### src/rtl/lru_pkg.sv
package lru_pkg;

   // Kind of counter update applied to the addressed set this cycle
   typedef enum logic [1:0] {
      UPD_NONE = 2'd0,
      UPD_HIT  = 2'd1,
      UPD_FILL = 2'd2
   } upd_kind_e;

   function automatic bit is_pow2(input int v);
      return (v >= 2) && ((v & (v - 1)) == 0);
   endfunction

endpackage

### src/rtl/lru_free_pick.sv
module lru_free_pick #(
   parameter int WAYS  = 4,
   parameter int WAY_W = $clog2(WAYS)
) (
   input  logic [WAYS-1:0]  valid_i,
   output logic             found_o,
   output logic [WAY_W-1:0] way_o
);

   // Scan from the top down so the lowest empty way is the last one written
   always_comb begin
      found_o = 1'b0;
      way_o   = '0;
      for (int w = WAYS - 1; w >= 0; w--) begin
         if (!valid_i[w]) begin
            found_o = 1'b1;
            way_o   = WAY_W'(w);
         end
      end
   end

endmodule

### src/rtl/lru_oldest_pick.sv
module lru_oldest_pick #(
   parameter int WAYS  = 4,
   parameter int AGE_W = $clog2(WAYS),
   parameter int WAY_W = $clog2(WAYS)
) (
   input  logic [WAYS-1:0][AGE_W-1:0] ages_i,
   output logic [WAY_W-1:0]           way_o
);

   logic [AGE_W-1:0] best_age;

   // Strictly-greater compare keeps the lowest way on a tie
   always_comb begin
      way_o    = '0;
      best_age = ages_i[0];
      for (int w = 1; w < WAYS; w++) begin
         if (ages_i[w] > best_age) begin
            best_age = ages_i[w];
            way_o    = WAY_W'(w);
         end
      end
   end

endmodule

### src/rtl/lru_age_next.sv
module lru_age_next
   import lru_pkg::*;
#(
   parameter int WAYS  = 4,
   parameter int AGE_W = $clog2(WAYS),
   parameter int WAY_W = $clog2(WAYS)
) (
   input  upd_kind_e                  kind_i,
   input  logic [WAY_W-1:0]           touch_i,
   input  logic [WAYS-1:0][AGE_W-1:0] ages_i,
   output logic [WAYS-1:0][AGE_W-1:0] ages_o
);

   localparam logic [AGE_W-1:0] AGE_MAX = AGE_W'(WAYS - 1);

   logic [AGE_W-1:0] ref_age;
   assign ref_age = ages_i[touch_i];

   for (genvar w = 0; w < WAYS; w++) begin : g_way
      always_comb begin
         ages_o[w] = ages_i[w];
         if (kind_i != UPD_NONE) begin
            if (WAY_W'(w) == touch_i) begin
               ages_o[w] = '0;
            end else if (kind_i == UPD_HIT) begin
               // only lines younger than the touched one move back
               if (ages_i[w] < ref_age) ages_o[w] = ages_i[w] + 1'b1;
            end else begin
               // fill: all others age, clamped at the top value
               if (ages_i[w] != AGE_MAX) ages_o[w] = ages_i[w] + 1'b1;
            end
         end
      end
   end

endmodule

### src/rtl/lru_age_tracker.sv
module lru_age_tracker
   import lru_pkg::*;
#(
   parameter int NUM_SETS = 4,
   parameter int NUM_WAYS = 4,
   localparam int SET_W   = $clog2(NUM_SETS),
   localparam int WAY_W   = $clog2(NUM_WAYS)
) (
   input  logic                clk,
   input  logic                rst_n,
   input  logic [SET_W-1:0]    set_idx,
   input  logic                hit_vld,
   input  logic [WAY_W-1:0]    hit_way,
   input  logic                miss_vld,
   input  logic [NUM_WAYS-1:0] line_valid,
   output logic                victim_vld,
   output logic [WAY_W-1:0]    victim_way,
   output logic                victim_free,
   output logic                conflict_err
);

   localparam int AGE_W = WAY_W;

   // Elaboration-time parameter checks
   if (!is_pow2(NUM_WAYS)) begin : g_bad_ways
      $error("lru_age_tracker: NUM_WAYS must be a power of two, at least 2");
   end
   if (!is_pow2(NUM_SETS)) begin : g_bad_sets
      $error("lru_age_tracker: NUM_SETS must be a power of two, at least 2");
   end

   typedef logic [NUM_WAYS-1:0][AGE_W-1:0] set_ages_t;

   set_ages_t        ages_q [NUM_SETS];
   set_ages_t        cur_ages;
   set_ages_t        nxt_ages;

   logic             do_hit;
   logic             do_miss;
   logic             clash;
   logic             has_free;
   logic [WAY_W-1:0] free_way;
   logic [WAY_W-1:0] old_way;
   logic [WAY_W-1:0] fill_way;
   logic [WAY_W-1:0] touch_way;
   upd_kind_e        kind;

   assign clash   = hit_vld & miss_vld;
   assign do_hit  = hit_vld & ~miss_vld;
   assign do_miss = miss_vld & ~hit_vld;

   assign cur_ages = ages_q[set_idx];

   lru_free_pick #(
      .WAYS  (NUM_WAYS),
      .WAY_W (WAY_W)
   ) u_free (
      .valid_i (line_valid),
      .found_o (has_free),
      .way_o   (free_way)
   );

   lru_oldest_pick #(
      .WAYS  (NUM_WAYS),
      .AGE_W (AGE_W),
      .WAY_W (WAY_W)
   ) u_oldest (
      .ages_i (cur_ages),
      .way_o  (old_way)
   );

   assign fill_way  = has_free ? free_way : old_way;
   assign touch_way = do_hit ? hit_way : fill_way;

   always_comb begin
      if (do_hit)       kind = UPD_HIT;
      else if (do_miss) kind = UPD_FILL;
      else              kind = UPD_NONE;
   end

   lru_age_next #(
      .WAYS  (NUM_WAYS),
      .AGE_W (AGE_W),
      .WAY_W (WAY_W)
   ) u_next (
      .kind_i  (kind),
      .touch_i (touch_way),
      .ages_i  (cur_ages),
      .ages_o  (nxt_ages)
   );

   // Age storage: one read-modify-write of the addressed set per cycle
   always_ff @(posedge clk or negedge rst_n) begin
      if (!rst_n) begin
         for (int s = 0; s < NUM_SETS; s++) begin
            for (int w = 0; w < NUM_WAYS; w++) begin
               ages_q[s][w] <= AGE_W'(w);
            end
         end
      end else if (kind != UPD_NONE) begin
         ages_q[set_idx] <= nxt_ages;
      end
   end

   // Registered miss result and error pulse
   always_ff @(posedge clk or negedge rst_n) begin
      if (!rst_n) begin
         victim_vld   <= 1'b0;
         victim_way   <= '0;
         victim_free  <= 1'b0;
         conflict_err <= 1'b0;
      end else begin
         victim_vld   <= do_miss;
         victim_free  <= do_miss & has_free;
         conflict_err <= clash;
         if (do_miss) victim_way <= fill_way;
      end
   end

endmodule

### config.mk
export PLATFORM = sky130hd
export DESIGN_NAME = lru_age_tracker
export DESIGN_NICKNAME = d
export VERILOG_FILES = /design/src/rtl/lru_pkg.sv /design/src/rtl/lru_free_pick.sv /design/src/rtl/lru_oldest_pick.sv /design/src/rtl/lru_age_next.sv /design/src/rtl/lru_age_tracker.sv
export SDC_FILE = /design/constraint.sdc
export NUM_CORES = 1
export LEC_CHECK = 0
export BUFFER_PORTS_ARGS = -buffer_cell sky130_fd_sc_hd__buf_2
export CAP_MARGIN = 30
export CORE_UTILIZATION = 45
export DETAILED_ROUTE_END_ITERATION = 7
export PLACE_DENSITY_LB_ADDON = 0.12
export SYNTH_ARGS = -nofsm -noshare
export SYNTH_HDL_FRONTEND = slang
export SYNTH_SLANG_ARGS = --single-unit
### constraint.sdc
create_clock -name clk -period 4.9 [get_ports clk]
set_input_delay 1.225 -clock clk [delete_from_list [all_inputs] [get_ports clk]]
set_output_delay 1.225 -clock clk [all_outputs]
set_load 0.05 [all_outputs]
==> flow_summary.yaml <==
finish:
  final_nets: 360
  final_cell_mix: "48 x buf_4, 44 x nand2_1, 29 x o21ai_1, 21 x dfrtp_1"
  diodes: 0
  areaGrowthSynthToFinish_pct: 31.8
  final_common_cell: "buf_4"
  drive_gt1_share_pct: 43.6
  n_fill_cell: 460
synthesis:
  syn_area_per_cell_sq_um: 9.52
  synthAdderAreaFrac_pct: 9.28
  yosys_warnings: 0
  synth_compound_area_share_pct: 22.3
  yosys-top-cells-area: "dfrtp_1 21%, dfstp_2 16%, ha_1 9.3%"
  synthXorXnorAreaFrac_pct: 0
  yosysSeqAreaShare_pct: 36.9
  synth_mux_area_share_pct: 9.48
  ys_seq_elements: 37
  synthCells: 269
  synth_top_family_by_area: "compound AO/OA/AOI/OAI gates"
  yosys.area_share.simple_pct: 16.8
  synthFlopType: "dfrtp_1"
  synth.top_cell.area_share_pct: 20.5
  synth.largest_area_cell: "dfrtp_1"
  synth_edf_count: 0
  syn_nets: 300
  ys_types: 52
  syn_area_sq_mm: 0.00256
  synthArstFlopShare_pct: 100
clock_tree:
  numClockSinks: 37
  clk_pin_slew_worst_paths_ns: 0.07
  clock_latency_ns: 0.29
  root_buffer: "clkbuf_8"
  cts_buffer_depth: 2
  cts_hold_buf: 0
  cts_tree: "yes"
  numCtsBuffers: 5
  htree_levels: 2
floorplanning:
  chipWidth_microns: 77.4
  die_h_microns: 77.4
  ios: 17
  initial_core_util_pct: 46.5
  dieArea_sq_mm: 0.00600
  num_rows: 27
  coreArea_sq_mm: 0.00551
sta:
  holdWs_ns: 0.463
  period_needed_ns: 5.24
  report.final.hold_viol_count: 0
  min_period_over_period_pct: 107
  setup_violations: 32
  worst_slack_ns: -0.340
  maxSlewViolCount: 0
  fmax_ghz: 0.191
  tightest_slew_ns: 0.803
  rsz0062_at_grt: "yes"
  maxSlewHeadroom_pct: 46.5
  setup_tns_ns: -9.08
  fin_skew_ns: 0.00675
power:
  leakagePower_nw: 1.47
  power.density_mw_per_mm2: 661
  peakVddDrop_mv: 0.318
global_route:
  antenna_found_initial: 0
  grt_pass1_wl_microns: 10400
  gr-total-overflow: 0
  grt.total_usage_pct: 22.5
  grt_max_degree: 38
  grt_pass1_vias: 2182
critical_path:
  criticalPathCategory: "in2reg"
  critPathLaunchType: "primary input"
  required_ns: 5.07
  r2r-start: "ages_q[1]$_DFFE_PN0P_"
  max_stage_delay_ns: 0.54
  path_max_fanout: 7
  critPathArrivalTime_ns: 5.41
  path_delay_family: "simple AND/OR/NAND/NOR gates"
  slowest_stage: "mux4_2"
  cp_cell_sequence: "buf_12, mux4_2, inv_4, ha_4, nand2b_4, o21ai_4, nand2_1, o21ai_2, ha_1, nor2b_4, or2_4, mux2_4, ha_4, nand2_4, o21ai_4, a31o_4, nand2_1, a32o_2, or4_4, a41oi_4, o21ai_1"
  end_kind: "flip-flop"
  timing.critical_path.buf_inv: 2
  startpoint: "set_idx[0]"
detailed_routing:
  dr_total_vias: 2182
  drt_iter0_drc: 111
  routed_via_density: 5.43
  wl_microns: 6230
  drc: 0
  wl_per_cell_microns: 15.5
  firstDrtPassIters: 4
  ant_nets: 0
hold_path:
  hp-class: "reg2reg"
  min_from: "ages_q[14]$_DFFE_PN1P_"
flow_run:
  cap_violations: 0
place:
  gp_congestion: 0.809
  portBuffers: 16
  dp_hpwl_microns: 4590
outcome:
  violations: "negative setup slack"
  status: "finished, violations left"
==> layout make-up <==
class / count / area, sq um / share of cell area [%]
clock inverter: 2 / 37.5 / 1.11
sequential: 37 / 946 / 28.0
inverter: 14 / 55.1 / 1.63
timing repair buffer: 67 / 489 / 14.5
multi-input combinational: 204 / 1670 / 49.6
tap: 72 / 90.1 / 2.67
clock buffer: 6 / 82.6 / 2.45
==> stage by stage <==
step	utilization, %	std cells	setup WS, ns	cell area, sq um	total power, mW
3_3_place_gp	54.7	381	-0.782	3010	1.64
4_1_cts	60.2	401	-0.258	3310	2.16
5_1_grt	61.3	402	-0.498	3370	2.40
2_1_floorplan	-	269	-0.622	2650	1.29
6_report	61.3	402	-0.340	3370	2.23
3_5_place_dp	54.7	381	-0.861	3010	1.66
==> worst paths after layout <==
path	end	slack, ns	depth (start not counted)
max	ages_q[27]$_DFFE_PN0P_	-0.34	21
min reg2reg	ages_q[14]$_DFFE_PN1P_	0.46	2
min	ages_q[14]$_DFFE_PN1P_	0.46	2
max in group asynchronous	victim_free$_DFF_PN0_	3.37	1
min in group asynchronous	ages_q[25]$_DFFE_PN0P_	1.01	1
max reg2reg	ages_q[27]$_DFFE_PN0P_	0.33	20
==> synth_stat cells (5+ instances only) <==
library cell,count
nand2_1,45
o21ai_1,32
dfrtp_1,21
ha_1,19
dfstp_2,16
inv_1,13
nor2_1,10
or2_2,8
o211ai_1,7
mux4_2,6
nand2b_1,6
buf_4,5
mux2_2,5
o21ai_0,5
==> timing repair <==
action                                  in CTS  in global routing
pin swaps                                   18                 19
gates resized for setup                     18                 11
buffers inserted                            12                  2
endpoints found under the setup margin      32                 32
endpoints found under the hold margin        0                  0
==> worst min-delay path, cell delays in order (launching register included) <==
cell and delay, ns:
dfstp_2 0.37, nand2_1 0.04, o21ai_1 0.05
==> report_power, final <==
| group | total (mW) | internal [mW] | switching, mW |
|---|---|---|---|
| sequential | 0.511 | 0.456 | 0.0546 |
| combinational | 1.44 | 0.740 | 0.702 |
| clock | 0.276 | 0.165 | 0.111 |
==> sequential cells by signal (all words and copies together) (netlist names) <==
signal	flops
victim_way	2
victim_free	1
conflict_err	1
ages_q	32
victim_vld	1
==> kinds of logic after synthesis <==
logic type / count (synthesis)
AOI/OAI and AO/OA: 79
adders and majority gates: 19
buffers and inverters: 28
DFF: 37
muxes: 16
and+or+nand+nor: 90
==> metal layers <==
layer	global-route usage [%]	part of all wire [%]
met1	30.7	49
met2	36.5	47
met3	3.41	1.9
met4	7.36	1.3
met5	0	0
(Power assumes the default switching activity.)
